===== config.mk =====
export PLATFORM = sky130hd
export DESIGN_NAME = wfmm_array
export DESIGN_NICKNAME = d
export VERILOG_FILES = /design/src/rtl/wfmm_pkg.sv /design/src/rtl/wfmm_edge_buf.sv /design/src/rtl/wfmm_link.sv /design/src/rtl/wfmm_pe.sv /design/src/rtl/wfmm_array.sv
export SDC_FILE = /design/constraint.sdc
export NUM_CORES = 1
export LEC_CHECK = 0
export BUFFER_PORTS_ARGS = -buffer_cell sky130_fd_sc_hd__buf_4
export CORE_UTILIZATION = 54
export DETAILED_ROUTE_END_ITERATION = 10
export PLACE_DENSITY = 0.7
export SYNTH_ARGS = -nofsm -noshare
export SYNTH_HDL_FRONTEND = slang
export SYNTH_SLANG_ARGS = --single-unit

===== constraint.sdc =====
create_clock -name clk -period 13.4 [get_ports clk]
set_input_delay 2.01 -clock clk [delete_from_list [all_inputs] [get_ports clk]]
set_output_delay 2.01 -clock clk [all_outputs]
set_load 0.05 [all_outputs]

===== src/rtl/wfmm_pkg.sv =====
`timescale 1ns/1ps
package wfmm_pkg;

  typedef enum logic {
    ST_IDLE = 1'b0,
    ST_RUN  = 1'b1
  } run_state_e;

  // index width that stays legal for a count of one
  function automatic int idx_width(input int n);
    return (n > 1) ? $clog2(n) : 1;
  endfunction

endpackage


===== src/rtl/wfmm_edge_buf.sv =====
`timescale 1ns/1ps
module wfmm_edge_buf #(
  parameter int DATA_W = 8,
  parameter int DEPTH  = 2
) (
  input  logic              clk,
  input  logic              rst_n,
  input  logic              push,
  input  logic [DATA_W-1:0] din,
  input  logic              pop,
  output logic              full,
  output logic              valid,
  output logic [DATA_W-1:0] dout
);
  localparam int PTR_W = wfmm_pkg::idx_width(DEPTH);
  localparam int CNT_W = $clog2(DEPTH + 1);

  logic [DATA_W-1:0] mem [DEPTH];
  logic [PTR_W-1:0]  wr_ptr, rd_ptr;
  logic [CNT_W-1:0]  count;
  logic              do_push, do_pop;

  function automatic logic [PTR_W-1:0] bump(input logic [PTR_W-1:0] p);
    return (p == PTR_W'(DEPTH - 1)) ? '0 : p + 1'b1;
  endfunction

  assign full    = (count == CNT_W'(DEPTH));
  assign valid   = (count != '0);
  assign dout    = mem[rd_ptr];
  assign do_push = push & ~full;
  assign do_pop  = pop & valid;

  always_ff @(posedge clk) begin
    if (do_push) mem[wr_ptr] <= din;
  end

  always_ff @(posedge clk or negedge rst_n) begin
    if (!rst_n) begin
      wr_ptr <= '0;
      rd_ptr <= '0;
      count  <= '0;
    end else begin
      if (do_push) wr_ptr <= bump(wr_ptr);
      if (do_pop)  rd_ptr <= bump(rd_ptr);
      case ({do_push, do_pop})
        2'b10:   count <= count + 1'b1;
        2'b01:   count <= count - 1'b1;
        default: count <= count;
      endcase
    end
  end
endmodule


===== src/rtl/wfmm_link.sv =====
`timescale 1ns/1ps
module wfmm_link #(
  parameter int DATA_W = 8
) (
  input  logic              clk,
  input  logic              rst_n,
  input  logic              push,
  input  logic [DATA_W-1:0] din,
  input  logic              pop,
  output logic              valid,
  output logic [DATA_W-1:0] dout
);
  always_ff @(posedge clk or negedge rst_n) begin
    if (!rst_n) begin
      valid <= 1'b0;
      dout  <= '0;
    end else if (push) begin
      valid <= 1'b1;
      dout  <= din;
    end else if (pop) begin
      valid <= 1'b0;
    end
  end
endmodule


===== src/rtl/wfmm_pe.sv =====
`timescale 1ns/1ps
module wfmm_pe #(
  parameter int DATA_W = 8,
  parameter int ACC_W  = 17,
  parameter int GRID   = 2
) (
  input  logic              clk,
  input  logic              rst_n,
  input  logic              clear,
  input  logic              enable,
  input  logic              w_valid,
  input  logic [DATA_W-1:0] w_data,
  input  logic              n_valid,
  input  logic [DATA_W-1:0] n_data,
  input  logic              east_busy,
  input  logic              south_busy,
  output logic              fire,
  output logic              fed,
  output logic              blocked,
  output logic              full,
  output logic [ACC_W-1:0]  acc
);
  localparam int CNT_W = $clog2(GRID + 1);

  logic [CNT_W-1:0] fired_cnt;

  function automatic logic [ACC_W-1:0] mac_step(input logic [ACC_W-1:0] sum,
                                                input logic [DATA_W-1:0] x,
                                                input logic [DATA_W-1:0] y);
    return sum + (ACC_W'(x) * ACC_W'(y));
  endfunction

  assign fed     = w_valid & n_valid;
  assign blocked = east_busy | south_busy;
  assign full    = (fired_cnt == CNT_W'(GRID));
  assign fire    = enable & fed & ~blocked & ~full;

  always_ff @(posedge clk or negedge rst_n) begin
    if (!rst_n) begin
      acc       <= '0;
      fired_cnt <= '0;
    end else if (clear) begin
      acc       <= '0;
      fired_cnt <= '0;
    end else if (fire) begin
      acc       <= mac_step(acc, w_data, n_data);
      fired_cnt <= fired_cnt + 1'b1;
    end
  end
endmodule


===== src/rtl/wfmm_array.sv =====
`timescale 1ns/1ps
module wfmm_array #(
  parameter int DATA_W = 8,
  parameter int GRID   = 2
) (
  input  logic                                        clk,
  input  logic                                        rst_n,
  input  logic                                        start,
  input  logic [GRID-1:0]                             west_valid,
  input  logic [GRID*DATA_W-1:0]                      west_data,
  output logic [GRID-1:0]                             west_ready,
  input  logic [GRID-1:0]                             north_valid,
  input  logic [GRID*DATA_W-1:0]                      north_data,
  output logic [GRID-1:0]                             north_ready,
  input  logic [wfmm_pkg::idx_width(GRID)-1:0]        rd_row,
  input  logic [wfmm_pkg::idx_width(GRID)-1:0]        rd_col,
  output logic [2*DATA_W+$clog2(GRID)-1:0]            rd_data,
  output logic                                        done
);
  import wfmm_pkg::*;

  localparam int IDX_W  = idx_width(GRID);
  localparam int ACC_W  = 2*DATA_W + $clog2(GRID);
  localparam int PE_CNT = GRID * GRID;

  run_state_e state;
  logic       run_en, start_ok, all_full;

  logic [PE_CNT-1:0] fire_flat, fed_flat, blocked_flat, full_flat;
  logic [ACC_W-1:0]  acc_arr [PE_CNT];

  // operand presented to the west / north side of element (r,c)
  logic              h_valid [GRID][GRID];
  logic [DATA_W-1:0] h_data  [GRID][GRID];
  logic              v_valid [GRID][GRID];
  logic [DATA_W-1:0] v_data  [GRID][GRID];
  logic [GRID-1:0]   west_full, north_full;

  assign run_en   = (state == ST_RUN);
  assign start_ok = start & (state == ST_IDLE);
  assign all_full = &full_flat;

  always_ff @(posedge clk or negedge rst_n) begin
    if (!rst_n) begin
      state <= ST_IDLE;
      done  <= 1'b0;
    end else if (start_ok) begin
      state <= ST_RUN;
      done  <= 1'b0;
    end else if (run_en && all_full) begin
      state <= ST_IDLE;
      done  <= 1'b1;
    end
  end

  genvar r, c;
  generate
    for (r = 0; r < GRID; r++) begin : g_west
      wfmm_edge_buf #(.DATA_W(DATA_W), .DEPTH(GRID)) u_buf (
        .clk(clk), .rst_n(rst_n),
        .push(west_valid[r]), .din(west_data[r*DATA_W +: DATA_W]),
        .pop(fire_flat[r*GRID]),
        .full(west_full[r]), .valid(h_valid[r][0]), .dout(h_data[r][0])
      );
      assign west_ready[r] = ~west_full[r];
    end

    for (c = 0; c < GRID; c++) begin : g_north
      wfmm_edge_buf #(.DATA_W(DATA_W), .DEPTH(GRID)) u_buf (
        .clk(clk), .rst_n(rst_n),
        .push(north_valid[c]), .din(north_data[c*DATA_W +: DATA_W]),
        .pop(fire_flat[c]),
        .full(north_full[c]), .valid(v_valid[0][c]), .dout(v_data[0][c])
      );
      assign north_ready[c] = ~north_full[c];
    end

    for (r = 0; r < GRID; r++) begin : g_row
      for (c = 0; c < GRID; c++) begin : g_col
        logic e_busy, s_busy;

        if (c > 0) begin : g_hlink
          wfmm_link #(.DATA_W(DATA_W)) u_link (
            .clk(clk), .rst_n(rst_n),
            .push(fire_flat[r*GRID + c - 1]), .din(h_data[r][c-1]),
            .pop(fire_flat[r*GRID + c]),
            .valid(h_valid[r][c]), .dout(h_data[r][c])
          );
        end

        if (r > 0) begin : g_vlink
          wfmm_link #(.DATA_W(DATA_W)) u_link (
            .clk(clk), .rst_n(rst_n),
            .push(fire_flat[(r-1)*GRID + c]), .din(v_data[r-1][c]),
            .pop(fire_flat[r*GRID + c]),
            .valid(v_valid[r][c]), .dout(v_data[r][c])
          );
        end

        if (c < GRID - 1) begin : g_east
          assign e_busy = h_valid[r][c+1];
        end else begin : g_east_edge
          assign e_busy = 1'b0;
        end

        if (r < GRID - 1) begin : g_south
          assign s_busy = v_valid[r+1][c];
        end else begin : g_south_edge
          assign s_busy = 1'b0;
        end

        wfmm_pe #(.DATA_W(DATA_W), .ACC_W(ACC_W), .GRID(GRID)) u_pe (
          .clk(clk), .rst_n(rst_n),
          .clear(start_ok), .enable(run_en),
          .w_valid(h_valid[r][c]), .w_data(h_data[r][c]),
          .n_valid(v_valid[r][c]), .n_data(v_data[r][c]),
          .east_busy(e_busy), .south_busy(s_busy),
          .fire(fire_flat[r*GRID + c]), .fed(fed_flat[r*GRID + c]),
          .blocked(blocked_flat[r*GRID + c]), .full(full_flat[r*GRID + c]),
          .acc(acc_arr[r*GRID + c])
        );
      end
    end
  endgenerate

  always_comb begin
    rd_data = '0;
    for (int ri = 0; ri < GRID; ri++) begin
      for (int ci = 0; ci < GRID; ci++) begin
        if (rd_row == IDX_W'(ri) && rd_col == IDX_W'(ci))
          rd_data = acc_arr[ri*GRID + ci];
      end
    end
  end
endmodule


==> Word-level counts from Yosys, hierarchy flattened <==
Memory sizes are Yosys's and may differ from the RTL's.
Cells that the tools add are included.
Widths: inputs -> output; s select.
{ "word_totals": {"elab_cells": 191, "ff_bits": 130, "output_inout_bits": 22, "input_bits": 41, "n_memories": 4, "mem_bits_rw": 64} }
{ "classes": {"mux": 51, "n_reduce_logical": 23, "n_eq_ne": 16, "mul": 4, "addsub": 24, "n_bitwise": 39} }
{ "memory_table": {"columns": ["memory", "depth", "width", "read_ports", "rd_ports_with_merged_regs", "wr", "line", "source"], "rows": [
  ["g_north[0].u_buf.mem", 2, 8, 1, 0, 1, "wfmm_edge_buf.sv:18", "logic [DATA_W-1:0] mem [DEPTH];"],
  ["g_north[1].u_buf.mem", 2, 8, 1, 0, 1, "wfmm_edge_buf.sv:18", null],
  ["g_west[0].u_buf.mem", 2, 8, 1, 0, 1, "wfmm_edge_buf.sv:18", null],
  ["g_west[1].u_buf.mem", 2, 8, 1, 0, 1, "wfmm_edge_buf.sv:18", null]
]} }
{ "ops": {"columns": ["cell", "n"], "rows": [
  ["$mux 17", 12],
  ["$add 17x16->17", 4],
  ["$mul 8x8->16", 4],
  ["$reduce_bool 2->1", 17],
  ["$mux 1", 27],
  ["$and 1x1->1", 24],
  ["$eq 2x2->1 const B", 12],
  ["$add 2x1->2 const B", 8],
  ["$mux 2", 8],
  ["$pmux 2 s2", 4],
  ["$not 1->1", 14],
  ["$add 1x1->1 const B", 8],
  ["$eq 2x1->1 const B", 4],
  ["$sub 2x1->2 const B", 4],
  ["$logic_and 1x1->1", 5],
  ["$reduce_and 4->1", 1],
  ["$or 1x1->1", 1]
]} }

==> Longest topological paths before layout <==
Gate-level depths: netlist (run 1).
{ "logic_depth": {"ltp_word": 8, "mapped_depth": 19, "mapped_depth_nobuf": 17} }

==> Cells and area by module <==
Synthesis (run 1) repeated with hierarchy kept, for this count alone.
{ "unflattened": {"hier_cells": 1891, "area_unflattened_um2": 18855.6} }
{ "by_module_without_submodules": {"columns": ["mod", "instances", "area_per_inst_um2", "cells_per_inst"], "rows": [
  ["wfmm_pe (g_row[0].g_col[0].u_pe)", 1, 3490.8, 405],
  ["wfmm_pe (g_row[1].g_col[1].u_pe)", 1, 3427.0, 405],
  ["wfmm_pe (g_row[0].g_col[1].u_pe)", 1, 3424.5, 401],
  ["wfmm_pe (g_row[1].g_col[0].u_pe)", 1, 3370.7, 393],
  ["wfmm_edge_buf", 4, 774.5, 43],
  ["wfmm_link", 4, 369.1, 20],
  ["wfmm_array", 1, 568.0, 35]
]} }

==> Worst setup path before layout (run 1) <==
Ideal clock, no wire load.
{ "synth_timing": {"path_type": "input to output", "start": "input rd_col", "end": "output rd_data[10]", "path_buffers": 2, "path_slack_ps": 8137, "t_arrival_ps": 3253, "cell_stages": 3, "cell_sequence": "buf_2 > buf_2 > mux4_2"} }
{ "synth_between": {"elab_chain_cells": 6, "word_cells_on_any_way": 9, "classes_between": "4 x mux; 1 x bitwise; 4 x reduce/logical"} }
{ "synth_lines": {"columns": ["element", "line", "source"], "rows": [
  ["start: declaration", "wfmm_array.sv:16", "input logic [wfmm_pkg::idx_width(GRID)-1:0] rd_col,"],
  ["$not 1->1", "wfmm_array.sv:130", "if (rd_row == IDX_W'(ri) && rd_col == IDX_W'(ci))"],
  ["$logic_and 1x1->1", "wfmm_array.sv:130", null],
  ["$mux 17 (3 in a row)", "wfmm_array.sv:130", null],
  ["$mux 17 *", "wfmm_array.sv:130", null],
  ["end: declaration", "wfmm_array.sv:17", "output logic [2*DATA_W+$clog2(GRID)-1:0] rd_data,"]
]} }
Every way passes the cells marked *; elsewhere a longest branch is shown, timed or not.

==> Final worst setup path (run 1) <==
{ "layout_timing": {"start": "register g_west[0].u_buf.rd_ptr", "end": "register g_row[0].g_col[0].u_pe.acc[11]"} }
{ "layout_between": {"elab_chain_cells": 5} }
{ "layout_lines": {"columns": ["element", "line", "source"], "rows": [
  ["start: declaration", "wfmm_edge_buf.sv:19", "logic [PTR_W-1:0] wr_ptr, rd_ptr;"],
  ["start signal: assignment", "wfmm_edge_buf.sv:44", "if (do_pop) rd_ptr <= bump(rd_ptr);"],
  ["$mem_v2 2x8", null, null],
  ["$mul 8x8->16", "wfmm_pe.sv:30", "return sum + (ACC_W'(x) * ACC_W'(y));"],
  ["$add 17x16->17", "wfmm_pe.sv:30", null],
  ["$mux 17", "wfmm_pe.sv:45", "end else if (fire) begin"],
  ["$mux 17", "wfmm_pe.sv:42", "end else if (clear) begin"],
  ["end signal: assignment", "wfmm_pe.sv:46", "acc <= mac_step(acc, w_data, n_data);"],
  ["end: declaration", "wfmm_pe.sv:21", "output logic [ACC_W-1:0] acc"]
]} }
Every way passes these cells. The select of a mux whose other input is x is not followed.
A chain may end at the register's enable or synchronous reset.

==> results of run 1 <==
-- layout by cell type, fill, tap and decap left out, types with 6 or more instances in the layout --
cell	instances
nor2_1	85
a211oi_1	10
nand3_1	60
ha_1	160
nor3_1	12
o31ai_1	20
o21ai_0	76
inv_1	400
o21ai_1	13
and2_1	83
or3_1	6
mux2i_1	19
xnor2_1	33
and3_1	9
xor2_1	25
buf_4	69
dfrtp_1	130
nand2_1	194
or2_2	7
mux4_2	17
a21o_1	16
edfxtp_1	64
mux2_2	19
nor2b_1	28
a21oi_1	30
o21a_1	6
clkbuf_16	17
fa_1	200
nand2b_1	26
-- flip-flops by register name, indices dropped and copies added, names as in the netlist --
name and cells:
g_north.u_buf.rd_ptr 2, g_north.u_buf.count 4, g_row.g_col.g_vlink.u_link.valid 2, g_row.g_col.u_pe.acc 68, g_row.g_col.g_hlink.u_link.dout 16, g_row.g_col.g_vlink.u_link.dout 16
g_row.g_col.u_pe.fired_cnt 8, run_en 1, g_west.u_buf.rd_ptr 2, g_north.u_buf.wr_ptr 2, g_row.g_col.g_hlink.u_link.valid 2, g_north.u_buf.mem 32
g_west.u_buf.count 4, done 1, g_west.u_buf.mem 32, g_west.u_buf.wr_ptr 2
-- stage by stage --
step | area (µm²) | worst slack (ns)
6_report | 19820 | 7.877
5_1_grt | 19820 | 7.634
4_1_cts | 19820 | 7.947
3_5_place_dp | 19200 | 7.965
3_3_place_gp | 19200 | 8.127
2_1_floorplan | 18290 | 8.137
-- cell families after synthesis --
kind of cell	Yosys count
AO/OA/AOI/OAI	229
flip-flops	194
buffers and inverters	452
AND/OR/NAND/NOR	532
multiplexers	55
adder cells (fa/ha/maj)	360
XOR/XNOR	58
-- critical path, delay by kind of cell (launching register included) --
kind | cells | cell delay, ns
simple gates | 2 | 0.56
buf+inv | 3 | 0.21
compound gates | 5 | 1.07
mux | 1 | 0.75
fa+ha+maj | 5 | 2.12
flops | 1 | 0.71
-- path summary, 6_finish.rpt --
path,startpoint,endpoint,slack [ns],cells after the start
setup / recovery,g_west[0].u_buf.rd_ptr,g_row[0].g_col[0].u_pe.acc[11],7.88,16
hold / removal,done,done,0.48,2
setup reg to reg,g_west[0].u_buf.rd_ptr,g_row[0].g_col[0].u_pe.acc[11],7.88,16
hold reg to reg,done,done,0.48,2
max in group asynchronous,rst_n,g_row[0].g_col[1].u_pe.acc[4],10.52,2
min in group asynchronous,rst_n,g_north[0].u_buf.wr_ptr,1.58,1
-- layer usage --
metal	part of all wire, %	vias up	GRT usage (%)
met5	0	-	0
met4	2.6	0	8.557
met3	5.2	73	3.933
met2	49	355	44.99
met1	43	6718	36.49
li1	-	6090	-
-- final cells by class --
class,instances,area [µm²]
Clock buffer,18,430.4
Inverter,400,1501
Tap cell,448,560.5
Sequential cell,194,5175
Fill cell,2835,13630
Timing Repair Buffer,70,529.3
Clock inverter,14,186.4
Multi-Input combinational cell,1234,11440
==> results.md, run 1 <==
- Setup TNS: 0 ns
- Crit path kind: reg2reg
- Root buffer cell: clkbuf_16
- Vias in the first global route: 13.41k
- CTS buffer count: 17
- Fin crit period: 5.523 ns
- Status: completed
- DR DRC count: 0
- Synth Area in Adders: 32.84%
- Max transition margin: 28.06%
- Gr usage total: 27.05%
- Ys async rst share: 67.01%
- # resized after CTS: 0
- Vias per cell: 5.566
- Post-route ant nets: 0
- Clock skew: 0.01314 ns
- Ys flop type: dfrtp_1
- Max Freq: 181.1 MHz
- Port bufs: 62
- Compound-cell area share of the yosys netlist: 8.320%
- WHS: 0.4848 ns
- Area added between synthesis and finish: 8.374%
- Critical-path top delay cell: mux2i_1
- Sink Count: 194
- Final setup violation count: 0
- Layout Nets: 2318
- Largest area contributor in the netlist: fa_1
- Die ar.: 34610 µm²
- Mapped Nets: 2281
- Drt total wl: 43580 µm
- Hold Fails Final Rpt: 0
- Slew at the pin with the worst max-slew slack: 1.073 ns
- Non-Filler Instances: 2378
- CP Launch Type: flop
- Largest net degree at the start of global routing: 73
- Core Util, Final: 59.25%
- HP Class: reg2reg
- Post-placement cell count: 2346
- Crit-path cells: mux2i_1, nand2b_1, fa_1, inv_1, fa_1, ha_1, inv_1, fa_1, inv_1, fa_1, a21oi_1, o21ai_1, o31ai_2, a21boi_1, or3_1, a31o_1
- Via count: 13.24k
- Max-slew violations: 0
- Global route total overflow: 0
- Dominant cells by area after synthesis: fa_1 22%, dfrtp_1 18%, ha_1 11%
- Initial DRC Count: 789
- CTS HTree Levels: 4
- WL/cell: 18.32 µm
- Post-synth top cells: 400 x inv_1, 200 x fa_1, 194 x nand2_1
- Antenna Cells: 0
- Crit. End Element: flop
- FF+latch count, synth: 194
- TritonRoute pass-1 iters: 6
- Top-count cell post-synth: inv_1
- Fin crit share: 41.21%
- Initial antenna violation count: 0
- Largest family of logic cells by synthesized area: adder cells
- Hold buffer count at CTS: 0
- Post-CTS setup buffers: 0
- Yosys top cell area share: 21.89%
- Post-Syn Area: 18290 µm²
- Mapped Avg Cell Area: 9.727 µm²
- Synth warnings: 0
- Netlist cell types: 73
- CTS clk-pin slew, worst paths: 0.08 ns
- Post-synthesis cell count: 1880
- Initial Util: 54.67%
- Gpl congestion: 0.9208
- IO Count: 63
- CP Max Fanout: 12
- CP arrival: 5.87 ns
- Core region area: 33450 µm²
- Post-DP HPWL: 34390 µm
- EDFF count, synth: 64
- Longest Clk Path Bufs: 2
- Simple-gate portion of the synthesized area: 14.12%
- CP peak stage delay: 0.75 ns
- Worst EP required: 13.74 ns
- First-pass GRT wire length: 71100 µm
- Clock latency on the worst-skew pair: 0.45 ns
- Mux cell area share after synthesis: 4.304%
- RSZ-0062 raised after global routing: false
- Share of layout cells above drive strength 1: 8.394%
- Max-cap violations: 0
- Post-Synth XOR/XNOR Area: 2.778%
- CTS tree: yes
- Sequential-to-total area share from yosys stat: 28.30%
- FP Rows: 67
- Die X: 186.0 µm
- Top cell by count, worst path: fa_1
- Die height: 186.0 µm
Power of run 1 is not shown: default switching activity piles up to over one toggle a cycle in this logic, so the estimate is an artifact.
==> run 2, diff against run 1 <==
--- a/config.mk
+++ b/config.mk
@@ -5,6 +5,7 @@
 export SDC_FILE = /design/constraint.sdc
 export NUM_CORES = 1
 export LEC_CHECK = 0
+export ABC_AREA = 1
 export BUFFER_PORTS_ARGS = -buffer_cell sky130_fd_sc_hd__buf_4
 export CORE_UTILIZATION = 54
 export DETAILED_ROUTE_END_ITERATION = 10
==> constraint.sdc (replaced) <==
create_clock -name clk -period 5.5 [get_ports clk]
set_input_delay 0.825 -clock clk [delete_from_list [all_inputs] [get_ports clk]]
set_output_delay 0.825 -clock clk [all_outputs]
set_load 0.05 [all_outputs]
==> results.md, run 2 <==
- Most frequent cells in the layout: 629 x inv_1, 565 x nand2_1, 200 x fa_1, 178 x nor2_1, 160 x ha_1
- Crit. End Element: flop
- CP Max Fanout: 9
- First-pass GRT wire length: 77440 µm
- Vias in the first global route: 15.33k
- Slew at the pin with the worst max-slew slack: 1.135 ns
- Ys async rst share: 67.01%
- Drt total wl: 46240 µm
- Worst EP required: 5.84 ns
- Gpl congestion: 0.9238
- Sequential-to-total area share from yosys stat: 27.80%
- Post-synthesis cell count: 2344
- Commonest non-fill, non-tap cell in the layout: inv_1
- Setup TNS: 0 ns
- Root buffer cell: clkbuf_16
- Share of layout cells above drive strength 1: 6.193%
- Dominant cells by area after synthesis: fa_1 22%, dfrtp_1 17%, inv_1 13%
- Largest area contributor in the netlist: fa_1
- Initial antenna violation count: 0
- Hold Fails Final Rpt: 0
- FP Rows: 67
- DR DRC count: 0
- IO Count: 63
- Core Util, Final: 59.69%
- Ys flop type: dfrtp_1
- Yosys top cell area share: 21.51%
- Longest Clk Path Bufs: 2
- Hold buffer count at CTS: 0
- CTS HTree Levels: 4
- HP Class: in2async
- Clock skew: 0.01910 ns
- Mapped Avg Cell Area: 7.941 µm²
- Crit-path cells: inv_1, or2_2, o21ai_1, inv_1, nand2_1, fa_1, fa_1, inv_1, fa_1, inv_1, fa_1, inv_1, ha_1, nand2_1, inv_1, nand3_1, nand2_1, nand2_1, nand2_1, nand2_1, nand3_1, nand2_1
- Leakage: 11.20 nW
- Post-synth top cells: 628 x inv_1, 565 x nand2_1, 200 x fa_1
- Global route total overflow: 0
- EDFF count, synth: 64
- Register area: 5175 µm²
- CP peak stage delay: 0.57 ns
- Critical-path top delay cell: fa_1
- Largest net degree at the start of global routing: 92
- Post-route ant nets: 0
- Fin crit share: 92.63%
- Port bufs: 62
- RR Startpoint: g_north[1].u_buf.rd_ptr
- FF+latch count, synth: 194
- WL/cell: 16.20 µm
- Initial DRC Count: 1097
- Multi-input combinational cell area: 10870 µm²
- Layout Nets: 2795
- Status: completed
- CTS tree: yes
- Largest registers: g_row.g_col.u_pe.acc: 68 flops, g_north.u_buf.mem: 32 flops, g_west.u_buf.mem: 32 flops
- Vias per cell: 5.189
- Sink Count: 194
- Fin crit period: 5.095 ns
- Max transition margin: 24.08%
- Post-Syn Area: 18610 µm²
- Clock latency on the worst-skew pair: 0.47 ns
- Max-slew violations: 0
- Top-count cell post-synth: inv_1
- Gr usage total: 28.05%
- CP arrival: 5.44 ns
- Synth warnings: 0
- Max Freq: 196.3 MHz
- Top cell by count, worst path: nand2_1
- Max-cap violations: 0
- Mapped Nets: 2745
- Crit path kind: reg2reg
- TritonRoute pass-1 iters: 5
- Netlist cell types: 35
- PwrDens: 634.8 nW/µm²
- CTS buffer count: 17
- CTS clk-pin slew, worst paths: 0.08 ns
- Area added between synthesis and finish: 8.067%
- Fillers: 3068
- Register with the most flip-flops: g_row.g_col.u_pe.acc
- Max reg flops: 68
- Core region area: 33700 µm²
- Worst IR Drop VDD: 0.6052 mV
- Crit path from: g_north[1].u_buf.rd_ptr
- Initial Util: 55.23%
- # resized after CTS: 0
- Post-CTS setup buffers: 0
- Die ar.: 35210 µm²
- RSZ-0062 raised after global routing: false
- Antenna Cells: 0
- Post-DP HPWL: 37750 µm
- CP Launch Type: flop
- Final setup violation count: 0
- Die X: 187.7 µm
- Via count: 14.81k
- Die height: 187.7 µm
[run 2: cell families (layout without fill, tap and decap cells)]
logic type | count (synthesis) | in the layout | share of synthesized area, %
adders and majority gates | 360 | 360 | 32.27
DFF | 194 | 194 | 27.80
buffers and inverters | 679 | 741 | 13.82
and+or+nand+nor | 870 | 870 | 18.90
AOI/OAI and AO/OA | 219 | 219 | 6.178
xor gates and xnor gates | 22 | 22 | 1.035
[run 2: report_power, final]
part	switching, W	total (W)	internal, W
Clock	0.000640	0.00126	0.000623
Sequential	0.000197	0.00192	0.00173
Combinational	0.00615	0.00958	0.00343
Total	0.00699	0.0128	0.00578
[run 2: cell type report]
class / count / area share, %
tap: 448 / 2.787
sequential: 194 / 25.73
multi-input combinational: 1471 / 54.02
clock buffer: 18 / 2.239
clock inverter: 13 / 0.5972
timing repair buffer: 73 / 2.743
inverter: 637 / 11.89
[run 2: metrics by stage]
| stage | setup WS [ns] | instances | power, W | hold slack [ns] | cell area, µm² |
|---|---|---|---|---|---|
| 2_1_floorplan | 1.194 | 2344 | 0.009228 | 0.4433 | 18610 |
| 3_3_place_gp | 0.5019 | 2823 | 0.01116 | 0.4590 | 19540 |
| 3_5_place_dp | 0.4621 | 2823 | 0.01141 | 0.4670 | 19540 |
| 4_1_cts | 0.4147 | 2854 | 0.01276 | 0.4882 | 20110 |
| 5_1_grt | 0.04051 | 2854 | 0.01439 | 0.5025 | 20110 |
| 6_report | 0.4053 | 2854 | 0.01277 | 0.4520 | 20110 |
[run 2: metal layers]
| metal | wire, µm | track usage, % | vias up |
|---|---|---|---|
| met1 | 20170 | 36.72 | 7181 |
| met5 | 0 | 0 | - |
| met3 | 2543 | 4.492 | 95 |
| li1 | - | - | 7093 |
| met2 | 21800 | 46.05 | 441 |
| met4 | 1731 | 12.41 | 0 |
[run 2: worst max-delay path, delay by kind of cell (launching register included)]
family	cells	cell delay [ns]
adder cells (fa/ha/maj)	5	2.33
buffers and inverters	6	0.60
AO/OA/AOI/OAI	1	0.41
AND/OR/NAND/NOR	10	1.14
flip-flops	1	0.50
[run 2: worst paths after layout]
check / slack [ns] / depth (start not counted) / to
max: 0.41 / 22 / g_row[0].g_col[1].u_pe.acc[16]
min: 0.45 / 1 / g_row[1].g_col[0].u_pe.acc[14]
max reg2reg: 0.41 / 22 / g_row[0].g_col[1].u_pe.acc[16]
min reg2reg: 0.48 / 2 / g_row[1].g_col[1].u_pe.acc[14]
max in group asynchronous: 3.91 / 2 / g_row[1].g_col[1].g_vlink.u_link.dout[4]
min in group clk: 0.48 / 2 / g_row[1].g_col[1].u_pe.acc[14]
Note: power is estimated with default switching activity, not from simulation.
==> run 3, diff against run 2 <==
--- a/config.mk
+++ b/config.mk
@@ -5,11 +5,11 @@
 export SDC_FILE = /design/constraint.sdc
 export NUM_CORES = 1
 export LEC_CHECK = 0
-export ABC_AREA = 1
-export BUFFER_PORTS_ARGS = -buffer_cell sky130_fd_sc_hd__buf_4
+export ABC_AREA = 0
+export BUFFER_PORTS_ARGS = -buffer_cell sky130_fd_sc_hd__buf_2
 export CORE_UTILIZATION = 54
 export DETAILED_ROUTE_END_ITERATION = 10
-export PLACE_DENSITY = 0.7
+export PLACE_DENSITY_LB_ADDON = 0.05
 export SYNTH_ARGS = -nofsm -noshare
 export SYNTH_HDL_FRONTEND = slang
 export SYNTH_SLANG_ARGS = --single-unit
==> results.md, run 3 (synthesis gave the netlist of run 1 again) <==
- Gr usage total: 27.20%
- Post-DP HPWL: 34300 µm
- Area added between synthesis and finish: 8.409%
- Global route total overflow: 0
- TritonRoute pass-1 iters: 5
- Crit. End Element: flop
- Placed inst area: 19170 µm²
- IO Count: 63
- Top Family by Delay on Critical Path: adder cells
- Vias in the first global route: 13.37k
- Largest net degree at the start of global routing: 95
- CTS tree: yes
- Largest registers: g_row.g_col.u_pe.acc: 68 flops, g_north.u_buf.mem: 32 flops, g_west.u_buf.mem: 32 flops
- Grt met2 use: 45.87%
- Crit-path cells: mux2i_2, buf_4, nand2b_1, fa_1, fa_1, inv_1, fa_1, inv_1, fa_1, inv_1, ha_1, a2111oi_4, o21ai_2, a311o_1, a31oi_1, xor2_1, o21ai_1
- Initial Util: 54.67%
- Critical-path top delay cell: dfrtp_1
- Drt total wl: 43170 µm
- CTS clk-pin slew, worst paths: 0.08 ns
- RSZ-0062 raised after global routing: false
- Post-CTS setup buffers: 0
- Longest Clk Path Bufs: 2
- Top Usage Layer GRT: met2
- Worst EP required: 5.80 ns
- CP arrival: 5.43 ns
- Most frequent cells in the layout: 400 x inv_1, 200 x fa_1, 194 x nand2_1, 160 x ha_1, 130 x dfrtp_1
- CP Launch Type: flop
- WHS: 0.4306 ns
- Max transition margin: 22.63%
- Hold Fails Final Rpt: 0
- DR DRC count: 0
- Die X: 186.0 µm
- Final setup violation count: 0
- CP Max Fanout: 9
- Max Freq: 195.0 MHz
- Initial antenna violation count: 1
- Layout Nets: 2332
- Met1 global-route usage: 37.04%
- HP Class: in2async
- FP Rows: 67
- Pre-CTS setup slack: 0.3640 ns
- Gpl congestion: 0.8734
- CP bufs+invs: 4
- Fin crit share: 93.23%
- Sink Count: 194
- First-pass GRT wire length: 70940 µm
- Share of layout cells above drive strength 1: 9.053%
- Top cell by count, worst path: fa_1
- Non-Filler Cell Area, Final: 19830 µm²
- Root buffer cell: clkbuf_16
- Worst reg2reg setup slack: 0.37 ns
- Register with the most flip-flops: g_row.g_col.u_pe.acc
- CTS buffer count: 17
- Max reg flops: 68
- Max-cap violations: 0
- Post-route setup slack: 0.3722 ns
- Slew at the pin with the worst max-slew slack: 1.154 ns
- Port bufs: 62
- Crit path kind: reg2reg
- Status: completed
- Via count: 12.91k
- Vias per cell: 5.394
- Crit path from: g_north[1].u_buf.rd_ptr
- Die ar.: 34610 µm²
- RR Startpoint: g_north[1].u_buf.rd_ptr
- Post-route ant nets: 0
- Die height: 186.0 µm
- Reg2Reg Depth: 17
- CP peak stage delay: 0.60 ns
- Met3 Usage GRT: 3.189%
- Hold buffer count at CTS: 0
- Clock skew: 0.01799 ns
- Setup TNS: 0 ns
- Commonest non-fill, non-tap cell in the layout: inv_1
- # resized after CTS: 0
- Core region area: 33450 µm²
- Cell count along the critical path: 17
- Initial DRC Count: 757
- Max-slew violations: 0
- Fillers: 2965
- CTS HTree Levels: 4
- Clock latency on the worst-skew pair: 0.46 ns
- WL/cell: 18.04 µm
- Fin crit period: 5.128 ns
==> run 3: changes by cell type in the layout (fill, tap and decap cells not counted), sizes merged, moves of 45 or more <==
cell / change
and2: +81
inv: -238
nand2: -375
nor2: -94
o21ai: -45
==> run 3: routing by layer <==
layer | up-vias | share of wire [%]
met1 | 6500 | 45
li1 | 6120 | -
met3 | 54 | 3.7
met5 | - | 0.030
met4 | 2 | 1.8
met2 | 233 | 49
==> run 3: layout make-up <==
| cell class | count | area, µm² | share of cell area (%) |
|---|---|---|---|
| multi-input combinational | 1234 | 11450 | 57.77 |
| sequential | 194 | 5175 | 26.10 |
| inverter | 400 | 1501 | 7.573 |
| tap | 448 | 560.5 | 2.827 |
| timing repair buffer | 84 | 481.7 | 2.430 |
| clock buffer | 19 | 432.9 | 2.184 |
| clock inverter | 13 | 217.7 | 1.098 |
| antenna | 1 | 2.502 | 0.01262 |
==> run 3: worst paths after layout <==
| path | end |
|---|---|
| worst max-delay path | g_row[0].g_col[1].u_pe.acc[14] |
| worst min-delay path | g_west[1].u_buf.rd_ptr |
| min in group clk | g_north[0].u_buf.wr_ptr |
| max in group asynchronous | g_row[1].g_col[1].u_pe.acc[13] |
| worst min register to register | g_north[0].u_buf.wr_ptr |
| worst max register to register | g_row[0].g_col[1].u_pe.acc[14] |
==> run 3: metrics by stage <==
stage / cells / utilization, %
global placement: 2360 / 57.31
finish: 2393 / 59.27
floorplan: 1880 / -
global route: 2392 / 59.26
detailed placement: 2360 / 57.31
CTS: 2392 / 59.25
Power of run 3 is left out for the same reason.
